==> src/rtl/pitg_pkg.sv <==
package pitg_pkg;

  localparam int RATE_W   = 4;
  localparam int DV_W     = 3;
  localparam int REG_W    = 8;
  // Half-period counter: code 15 gives 16384 strobes, half is 8192 = 2^13
  localparam int CNT_W    = 13;
  localparam int EXP_W    = $clog2(CNT_W + 1);

  localparam logic [DV_W-1:0] DV_RUN = 3'b010;

  // half-period exponents for the remapped low codes (128 and 256 strobe periods)
  localparam int CODE1_HALF_EXP = 6;
  localparam int CODE2_HALF_EXP = 7;

  // field positions
  localparam int RATE_LSB = 0;
  localparam int DV_LSB   = 4;
  localparam int PIE_BIT  = 6;
  localparam int SQWE_BIT = 3;

  typedef struct packed {
    logic [RATE_W-1:0] rate;
    logic [DV_W-1:0]   dv;
    logic              pie;
    logic              sqwe;
  } cfg_t;

endpackage

==> src/rtl/pitg_cfg_regs.sv <==
module pitg_cfg_regs
  import pitg_pkg::*;
#(
  parameter int DATA_W = REG_W
) (
  input  logic              clk_i,
  input  logic              rst_ni,
  input  logic              wr_en_i,
  input  logic              wr_sel_i,
  input  logic [DATA_W-1:0] wr_data_i,
  output cfg_t              cfg_o,
  output logic              restart_o
);

  cfg_t cfg_q;
  cfg_t cfg_d;
  logic wr_rate;
  logic wr_enab;
  logic unused_hi;

  assign wr_rate   = wr_en_i & ~wr_sel_i;
  assign wr_enab   = wr_en_i &  wr_sel_i;
  assign unused_hi = wr_data_i[DATA_W-1];

  always_comb begin
    cfg_d = cfg_q;
    if (wr_rate) begin
      cfg_d.rate = wr_data_i[RATE_LSB +: RATE_W];
      cfg_d.dv   = wr_data_i[DV_LSB +: DV_W];
    end
    if (wr_enab) begin
      cfg_d.pie  = wr_data_i[PIE_BIT];
      cfg_d.sqwe = wr_data_i[SQWE_BIT];
    end
  end

  always_ff @(posedge clk_i or negedge rst_ni) begin
    if (!rst_ni) begin
      cfg_q <= '0;
    end else if (wr_en_i) begin
      cfg_q <= cfg_d;
    end
  end

  assign cfg_o     = cfg_q;
  assign restart_o = wr_rate;

endmodule

==> src/rtl/pitg_rate_decode.sv <==
module pitg_rate_decode
  import pitg_pkg::*;
#(
  parameter int CW = CNT_W,
  parameter int EW = EXP_W
) (
  input  logic [RATE_W-1:0] rate_i,
  input  logic [DV_W-1:0]   dv_i,
  output logic              run_o,
  output logic [CW-1:0]     last_o
);

  localparam logic [EW-1:0] EXP1 = EW'(CODE1_HALF_EXP);
  localparam logic [EW-1:0] EXP2 = EW'(CODE2_HALF_EXP);

  logic [EW-1:0] half_exp;

  always_comb begin
    case (rate_i)
      4'd0:    half_exp = '0;
      4'd1:    half_exp = EXP1;
      4'd2:    half_exp = EXP2;
      default: half_exp = EW'(rate_i - 4'd2);
    endcase
  end

  // last count of a half period: 2^half_exp - 1
  assign last_o = ~({CW{1'b1}} << half_exp);
  assign run_o  = (rate_i != '0) && (dv_i == DV_RUN);

endmodule

==> src/rtl/pitg_prescaler.sv <==
module pitg_prescaler
  import pitg_pkg::*;
#(
  parameter int CW = CNT_W
) (
  input  logic          clk_i,
  input  logic          rst_ni,
  input  logic          strobe_i,
  input  logic          restart_i,
  input  logic          run_i,
  input  logic [CW-1:0] last_i,
  output logic          phase_o,
  output logic          tick_o
);

  logic [CW-1:0] cnt_q;
  logic [CW-1:0] cnt_d;
  logic          phase_q;
  logic          phase_d;
  logic          cnt_en;
  logic          half_end;

  assign half_end = run_i & strobe_i & ~restart_i & (cnt_q == last_i);
  assign cnt_en   = restart_i | ~run_i | strobe_i;

  always_comb begin
    cnt_d   = cnt_q;
    phase_d = phase_q;
    if (restart_i || !run_i) begin
      cnt_d   = '0;
      phase_d = 1'b0;
    end else if (strobe_i) begin
      if (half_end) begin
        cnt_d   = '0;
        phase_d = ~phase_q;
      end else begin
        cnt_d = cnt_q + 1'b1;
      end
    end
  end

  always_ff @(posedge clk_i or negedge rst_ni) begin
    if (!rst_ni) begin
      cnt_q   <= '0;
      phase_q <= 1'b0;
    end else if (cnt_en) begin
      cnt_q   <= cnt_d;
      phase_q <= phase_d;
    end
  end

  assign phase_o = phase_q;
  assign tick_o  = half_end & phase_q;

  AST_CNT_IN_RANGE: assert property (@(posedge clk_i) disable iff (!rst_ni)
    run_i |-> (cnt_q <= last_i));

  AST_HALT_CLEARS: assert property (@(posedge clk_i) disable iff (!rst_ni)
    !run_i |=> (cnt_q == '0) && !phase_q);

  AST_IDLE_HOLDS: assert property (@(posedge clk_i) disable iff (!rst_ni)
    (!strobe_i && !restart_i && run_i) |=> ($stable(cnt_q) && $stable(phase_q)));

endmodule

==> src/rtl/pitg_flag.sv <==
module pitg_flag (
  input  logic clk_i,
  input  logic rst_ni,
  input  logic tick_i,
  input  logic ack_i,
  input  logic pie_i,
  output logic flag_o,
  output logic irq_o
);

  logic flag_q;
  logic flag_d;

  always_comb begin
    flag_d = flag_q;
    if (tick_i) begin
      flag_d = 1'b1;
    end else if (ack_i) begin
      flag_d = 1'b0;
    end
  end

  always_ff @(posedge clk_i or negedge rst_ni) begin
    if (!rst_ni) begin
      flag_q <= 1'b0;
    end else if (tick_i || ack_i) begin
      flag_q <= flag_d;
    end
  end

  assign flag_o = flag_q;
  assign irq_o  = flag_q & pie_i;

  AST_FLAG_SETS: assert property (@(posedge clk_i) disable iff (!rst_ni)
    tick_i |=> flag_q);

  AST_ACK_CLEARS: assert property (@(posedge clk_i) disable iff (!rst_ni)
    (ack_i && !tick_i) |=> !flag_q);

  AST_FLAG_STICKY: assert property (@(posedge clk_i) disable iff (!rst_ni)
    (flag_q && !ack_i) |=> flag_q);

endmodule

==> src/rtl/periodic_tick_gen.sv <==
module periodic_tick_gen
  import pitg_pkg::*;
(
  input  logic             clk_i,
  input  logic             rst_ni,
  input  logic             tbase_stb_i,
  input  logic             wr_en_i,
  input  logic             wr_sel_i,
  input  logic [REG_W-1:0] wr_data_i,
  input  logic             flag_ack_i,
  output logic             irq_o,
  output logic             sqw_o,
  output logic             flag_o
);

  logic             rst_meta_q;
  logic             rst_sync_q;
  cfg_t             cfg;
  logic             restart;
  logic             run;
  logic [CNT_W-1:0] last;
  logic             phase;
  logic             tick;

  // asynchronous assert, synchronous release
  always_ff @(posedge clk_i or negedge rst_ni) begin
    if (!rst_ni) begin
      rst_meta_q <= 1'b0;
      rst_sync_q <= 1'b0;
    end else begin
      rst_meta_q <= 1'b1;
      rst_sync_q <= rst_meta_q;
    end
  end

  pitg_cfg_regs #(.DATA_W(REG_W)) u_regs (
    .clk_i     (clk_i),
    .rst_ni    (rst_sync_q),
    .wr_en_i   (wr_en_i),
    .wr_sel_i  (wr_sel_i),
    .wr_data_i (wr_data_i),
    .cfg_o     (cfg),
    .restart_o (restart)
  );

  pitg_rate_decode #(.CW(CNT_W), .EW(EXP_W)) u_decode (
    .rate_i (cfg.rate),
    .dv_i   (cfg.dv),
    .run_o  (run),
    .last_o (last)
  );

  pitg_prescaler #(.CW(CNT_W)) u_presc (
    .clk_i     (clk_i),
    .rst_ni    (rst_sync_q),
    .strobe_i  (tbase_stb_i),
    .restart_i (restart),
    .run_i     (run),
    .last_i    (last),
    .phase_o   (phase),
    .tick_o    (tick)
  );

  pitg_flag u_flag (
    .clk_i  (clk_i),
    .rst_ni (rst_sync_q),
    .tick_i (tick),
    .ack_i  (flag_ack_i),
    .pie_i  (cfg.pie),
    .flag_o (flag_o),
    .irq_o  (irq_o)
  );

  assign sqw_o = phase & cfg.sqwe;

  AST_RESTART_LOW: assert property (@(posedge clk_i) disable iff (!rst_sync_q)
    restart |=> !sqw_o);

  AST_NO_TICK_HALTED: assert property (@(posedge clk_i) disable iff (!rst_sync_q)
    (!run && !flag_o && !flag_ack_i) |=> !flag_o);

endmodule

==> config.mk <==
export PLATFORM = sky130hd
export DESIGN_NAME = periodic_tick_gen
export DESIGN_NICKNAME = d
export VERILOG_FILES = /design/src/rtl/pitg_pkg.sv /design/src/rtl/pitg_cfg_regs.sv /design/src/rtl/pitg_rate_decode.sv /design/src/rtl/pitg_prescaler.sv /design/src/rtl/pitg_flag.sv /design/src/rtl/periodic_tick_gen.sv
export SDC_FILE = /design/constraint.sdc
export NUM_CORES = 1
export LEC_CHECK = 0
export BUFFER_PORTS_ARGS = -buffer_cell sky130_fd_sc_hd__buf_2
export CORE_UTILIZATION = 58
export DETAILED_ROUTE_END_ITERATION = 6
export HOLD_SLACK_MARGIN = 0.15
export PLACE_DENSITY_LB_ADDON = 0.3
export REMOVE_ABC_BUFFERS = 1
export SLEW_MARGIN = 20
export SYNTH_ARGS = -nofsm -noshare
export SYNTH_HDL_FRONTEND = slang
export SYNTH_SLANG_ARGS = --single-unit
==> constraint.sdc <==
create_clock -name clk_i -period 1.1 [get_ports clk_i]
set_input_delay 0.11 -clock clk_i [delete_from_list [all_inputs] [get_ports clk_i]]
set_output_delay 0.11 -clock clk_i [all_outputs]
set_load 0.02 [all_outputs]
* Word-level counts from Yosys, hierarchy flattened
Cells that the tools add are included.
** Operators by class
- Add/subtract/negate cells :: 2
- Reductions and logical operators :: 14
- Eq/ne operators :: 4
- Shifts and indexed selects :: 1
- Bitwise logic cells :: 15
- Muxes and demuxes :: 9
** Operators with widths (number)
- $mux W13 :: 3
- $add A13 B1 Y13 const B :: 1
- $eq A13 B13 Y1 :: 1
- $not A13 Y13 :: 1
- $shl A13 B4 Y13 const A :: 1
- $pmux W4 S3 :: 1
- $and A1 B1 Y1 :: 8
- $reduce_and A2 Y1 :: 4
- $reduce_bool A2 Y1 :: 3
- $mux W1 :: 5
- $eq A4 B1 Y1 const B :: 1
- $eq A4 B2 Y1 const B :: 1
- $logic_not A4 Y1 :: 1
- $not A1 Y1 :: 4
- $reduce_bool A4 Y1 :: 1
- $sub A4 B2 Y4 const B :: 1
- $eq A3 B2 Y1 const B :: 1
- $reduce_and A3 Y1 :: 1
- $logic_or A1 B1 Y1 :: 2
- $or A1 B1 Y1 :: 2
- $logic_and A1 B1 Y1 :: 1
- $logic_not A1 Y1 :: 1
** Storage, ports and cells
- Register bits :: 26
- Logic and storage cells :: 54

* Depth between registers and ports, before layout
- Depth in word-level cells :: 9
- Gate-level depth with buffers :: 13
- Gate-level depth less buffers :: 9

* Modules after synthesis
A second synthesis with hierarchy kept.
** Unflattened totals
- Cells, all modules :: 179
- Area total of the unflattened synthesis :: 1795.5 sq um
** By module, submodules not included
- pitg_prescaler :: instances 1, area an instance 943.4 sq um, seq. area each 350.3 sq um, cells each 98
- pitg_cfg_regs :: instances 1, area an instance 381.6 sq um, seq. area each 225.2 sq um, cells each 21
- pitg_rate_decode :: instances 1, area an instance 367.9 sq um, seq. area each 0.0 sq um, cells each 52
- periodic_tick_gen :: instances 1, area an instance 60.1 sq um, seq. area each 50.0 sq um, cells each 4
- pitg_flag :: instances 1, area an instance 42.5 sq um, seq. area each 25.0 sq um, cells each 4

* Least setup slack after synthesis
No wires, ideal clock.
- Path kind :: flip-flop to flip-flop
- Start point :: register u_regs.cfg_q, in the netlist u_regs.cfg_o[6]
- End point :: register u_presc.cnt_q[10]
- Stages on the path, launching flop included :: 13
- Slack :: -1.514 ns
- Arrival time :: 2.470 ns
- Required time :: 0.955 ns
- Period minus slack after synthesis :: 2.614 ns
- Buffers on the path :: 3
- Library setup time :: 0.145 ns
- Path through :: dfrtp_1 -> buf_2 -> inv_1 -> ha_1 -> buf_2 -> and2_1 -> xnor2_1 -> o31a_1 -> nor4_2 -> nand4_1 -> nor3_2 -> buf_6 -> nor3_2
** Between the ends
- Cells in the longest elaborated chain, start to end :: 9
- Elaborated cells on any way between the ends :: 23
** RTL lines
- start, declared :: RTL line pitg_cfg_regs.sv:15 : cfg_t cfg_q;
- start signal, assigned :: RTL line pitg_cfg_regs.sv:41 : cfg_q <= cfg_d;
- $sub A4 B2 Y4, or another cell as far along :: RTL line pitg_rate_decode.sv:23 : default: half_exp = EW'(rate_i - 4'd2);
- $pmux W4 S3 :: RTL line pitg_rate_decode.sv:19 : case (rate_i)
- $shl A13 B4 Y13 :: RTL line pitg_rate_decode.sv:28 : assign last_o = ~({CW{1'b1}} << half_exp);
- $not A13 Y13 :: RTL line pitg_rate_decode.sv:28
- $eq A13 B13 Y1 :: RTL line pitg_prescaler.sv:23 : assign half_end = run_i & strobe_i & ~restart_i & (cnt_q == last_i);
- $and A1 B1 Y1 :: RTL line pitg_prescaler.sv:23
- $mux W13 :: RTL line pitg_prescaler.sv:33 : if (half_end) begin
- $mux W13 :: RTL line pitg_prescaler.sv:32 : end else if (strobe_i) begin
- $mux W13 :: RTL line pitg_prescaler.sv:29 : if (restart_i || !run_i) begin
- end signal, assigned :: RTL line pitg_prescaler.sv:47 : cnt_q <= cnt_d;
- end, declared :: RTL line pitg_prescaler.sv:16 : logic [CW-1:0] cnt_q;
Several ways; a longest one is shown, not always the timed one. The select of a mux whose other input is x is not followed.
A chain may end at the register's enable or synchronous reset.

* Final worst setup path
- Start point :: register u_regs.cfg_q, in the netlist u_regs.cfg_o[6]
- End point :: register u_presc.phase_q (netlist: u_presc.phase_o)
** Between the ends
- Cells in the longest elaborated chain, start to end :: 8
- Elaborated cells on any way between the ends :: 22
** RTL lines
- $sub A4 B2 Y4, or another cell as far along :: RTL line pitg_rate_decode.sv:23
- $pmux W4 S3 :: RTL line pitg_rate_decode.sv:19
- $shl A13 B4 Y13 :: RTL line pitg_rate_decode.sv:28
- $not A13 Y13 :: RTL line pitg_rate_decode.sv:28
- $eq A13 B13 Y1 :: RTL line pitg_prescaler.sv:23
- $and A1 B1 Y1 :: RTL line pitg_prescaler.sv:23
- $reduce_bool A2 Y1 (no source line)
- $reduce_and A3 Y1 (no source line)
- end signal, assigned :: RTL line pitg_prescaler.sv:48 : phase_q <= phase_d;
- end, declared :: RTL line pitg_prescaler.sv:18 : logic phase_q;
Several ways; a longest one is shown, not always the timed one.

==> out/metrics.yaml <==
critical_path:
  cp.arrival_ns: 3.05
  path_max_fanout: 8
  worst_setup_path_end_kind: "flop"
  cp.required_ns: 1.35
  critPathKind: "flop to flop"
  reg2reg_from: "u_regs.cfg_o[6]"
  cp-start-kind: "flop"
  setup.worst_path.start: "u_regs.cfg_o[6]"
routing:
  drt_iter0_markers: 598
  wirelength_um: 10130
  vias: 2669
  routed_via_density: 7.648
  ant_nets: 0
  post-route-drc-count: 0
  wl_per_cell_um: 29.01
  drtPass1Iterations: 5
logic_synthesis:
  synth_edf_count: 0
  seq_area_frac_synth_pct: 33.18
  ys_warn_count: 0
  synth_ff_type: "dfrtp_1"
  yosys.area.top_type: "dfrtp_1"
  ys_top_cells_by_area: "dfrtp_1, nor3_2, xnor2_1"
  syn_avg_cell_area_um2: 9.248
  yosysTopAreaCellShare_pct: 33.18
  mappedNetlistArea_um2: 1961
  synth-seq-cells: 26
  async_flop_share_pct: 100.0
  syn_inst: 212
  synth_cell_type_count: 57
placement:
  place_hpwl_um: 4056
  place_congestion: 0.9773
  io_buffers: 15
  preCtsSetupSlack_ns: -1.417
sta:
  worstMarginPinSlew_ns: 0.6201
  slew_viol_final: 0
  rsz0062_at_grt: "yes"
  setup_viol: 17
  max_freq_mhz: 357.3
  finalHoldViolCount: 0
  final.min_clock_period_ns: 2.799
  fin_worst_skew_ns: 0.007347
  setup_slack_ns: -1.699
  relSlewSlack_pct: 58.35
  post-route-period-util_pct: 254.4
cts:
  clock_latency_ns: 0.35
  cts_sinks: 26
  htreeDepth: 1
  clkTransAtPathRegs_ns: 0.16
  cts-buffers-inserted: 3
  clockBufferDepth: 2
  tritoncts: "yes"
  root_buffer: "clkbuf_4"
die:
  core_um2: 3128
  start_util_pct: 62.68
  ios: 17
  fp.dieH_um: 60.14
  die-area_um2: 3617
  die_w_um: 60.14
  num_rows: 20
grt:
  antenna_found_initial: 0
  overflow: 0
  grt_pass1_wl_um: 12220
  first_global_vias: 2403
  grt_usage_pct: 47.54
  grt_max_degree: 25
flow_run:
  drv_cap: 0
min_path:
  hp-class: "input port to flop"
  hp-start: "tbase_stb_i"
power_and_ir_drop:
  power_mw: 3.492
  p_per_area_nw_per_um2: 1169
  ir_drop_v: 0.001022
  leakagePower_nw: 1.320
finish:
  antenna_cells: 0
  area_growth_pct: 52.33
  mostFrequentLayoutCells: "buf_4, dfrtp_1, nand2_1"
  final_common_cell: "buf_4"
  final_nets: 322
  drive_above_1_share_pct: 48.85
outcome:
  outcome: "finished with violations"
  violations: "setup timing"
-- layout make-up --
cell class / count / area, µm²
multi-input combinational: 162 / 1359
timing repair buffer: 104 / 833.3
sequential: 26 / 653.1
fill: 71 / 141.4
tap: 44 / 55.05
inverter: 9 / 33.78
clock inverter: 1 / 30.03
clock buffer: 3 / 22.52
-- flip-flops by register name, summed over array words and instances, names as in the netlist --
signal,cells
u_presc.cnt_q,13
rst_meta_q,1
rst_sync_q,1
u_flag.flag_o,1
u_presc.phase_o,1
u_regs.cfg_o,9
-- path summary, 6_finish.rpt --
| kind | slack (ns) | cells after the start | endpoint |
|---|---|---|---|
| worst min register to register | 0.29 | 1 | u_presc.cnt_q[4] |
| min in group asynchronous | 0.29 | 1 | u_presc.cnt_q[4] |
| worst max register to register | -1.70 | 11 | u_presc.phase_o |
| worst max-delay path | -1.70 | 11 | u_presc.phase_o |
| max in group asynchronous | 0.28 | 3 | rst_sync_q |
| worst min-delay path | 0.28 | 4 | u_presc.cnt_q[1] |
-- what timing repair did --
item / 4_1_cts / 5_1_grt
buffers inserted: 9 / 11
endpoints found under the hold margin: 12 / 0
setup endpoints to repair: 17 / 18
hold buffers: 12 / 0
pin swaps: 12 / 20
cloned: 1 / 1
gates resized for setup: 27 / 21
-- synth_stat cells, types with 3 or more instances --
cell type / instances
clkbuf_1: 5
o211ai_1: 3
nand4_1: 4
nand3_1: 7
and2_1: 3
nor2b_1: 4
nand2b_1: 5
o22ai_1: 3
nor3_1: 6
o21a_1: 4
buf_6: 3
nor4_1: 4
xnor2_1: 10
o21ai_0: 7
buf_2: 3
inv_1: 9
nor3_2: 12
mux2_2: 5
xor2_1: 7
dfrtp_1: 26
nor2_1: 7
o21bai_1: 3
nand2_1: 17
nand3b_1: 4
buf_4: 3
nor3b_1: 4
a21oi_1: 4
-- logic make-up after synthesis --
family,synth area share [%]
AND/OR/NAND/NOR,31.08
AO/OA/AOI/OAI,16.27
flip-flops,33.18
buffers and inverters,6.509
XOR/XNOR,7.594
multiplexers,3.893
adder cells (fa/ha/maj),1.276
other,0.1913
-- power breakdown --
part           switching [mW]  internal, mW  total (mW)
combinational           0.918         0.795        1.71
sequential             0.0599          1.01        1.07
clock                   0.340         0.369       0.709
total                    1.32          2.17        3.49
-- layer usage --
layer / GRT usage, % / part of all wire [%] / routed length [µm] / vias to the layer above
met5: 0 / 0 / 0 / -
met4: 28.90 / 12 / 1265 / 0
met3: 11.04 / 14 / 1371 / 178
met2: 78.49 / 43 / 4342 / 361
met1: 55.42 / 31 / 3147 / 1178
li1: - / - / - / 952
-- worst max-delay path, cell delays in order, from the launching register on --
cell	delay, ns
dfrtp_1	0.45
buf_6	0.16
buf_4	0.14
nor3_1	0.31
buf_4	0.20
nor2_1	0.08
a221oi_1	0.49
buf_4	0.22
nor4_2	0.06
nand3_2	0.11
and3b_2	0.24
mux2i_1	0.25
-- through the flow --
step	instances	utilization [%]	hold slack, ns	cell area, µm²	setup TNS (ns)
3_5_place_dp	314	78.16	-0.1049	2445	-19.85
6_report	349	95.48	0.2796	2987	-24.30
4_1_cts	340	90.36	0.1962	2826	-19.44
2_1_floorplan	197	-	-0.1856	1867	-27.30
3_3_place_gp	314	78.16	-0.1054	2445	-18.49
5_1_grt	349	95.48	0.2512	2987	-26.26
Note: power is estimated with default switching activity, not from simulation.
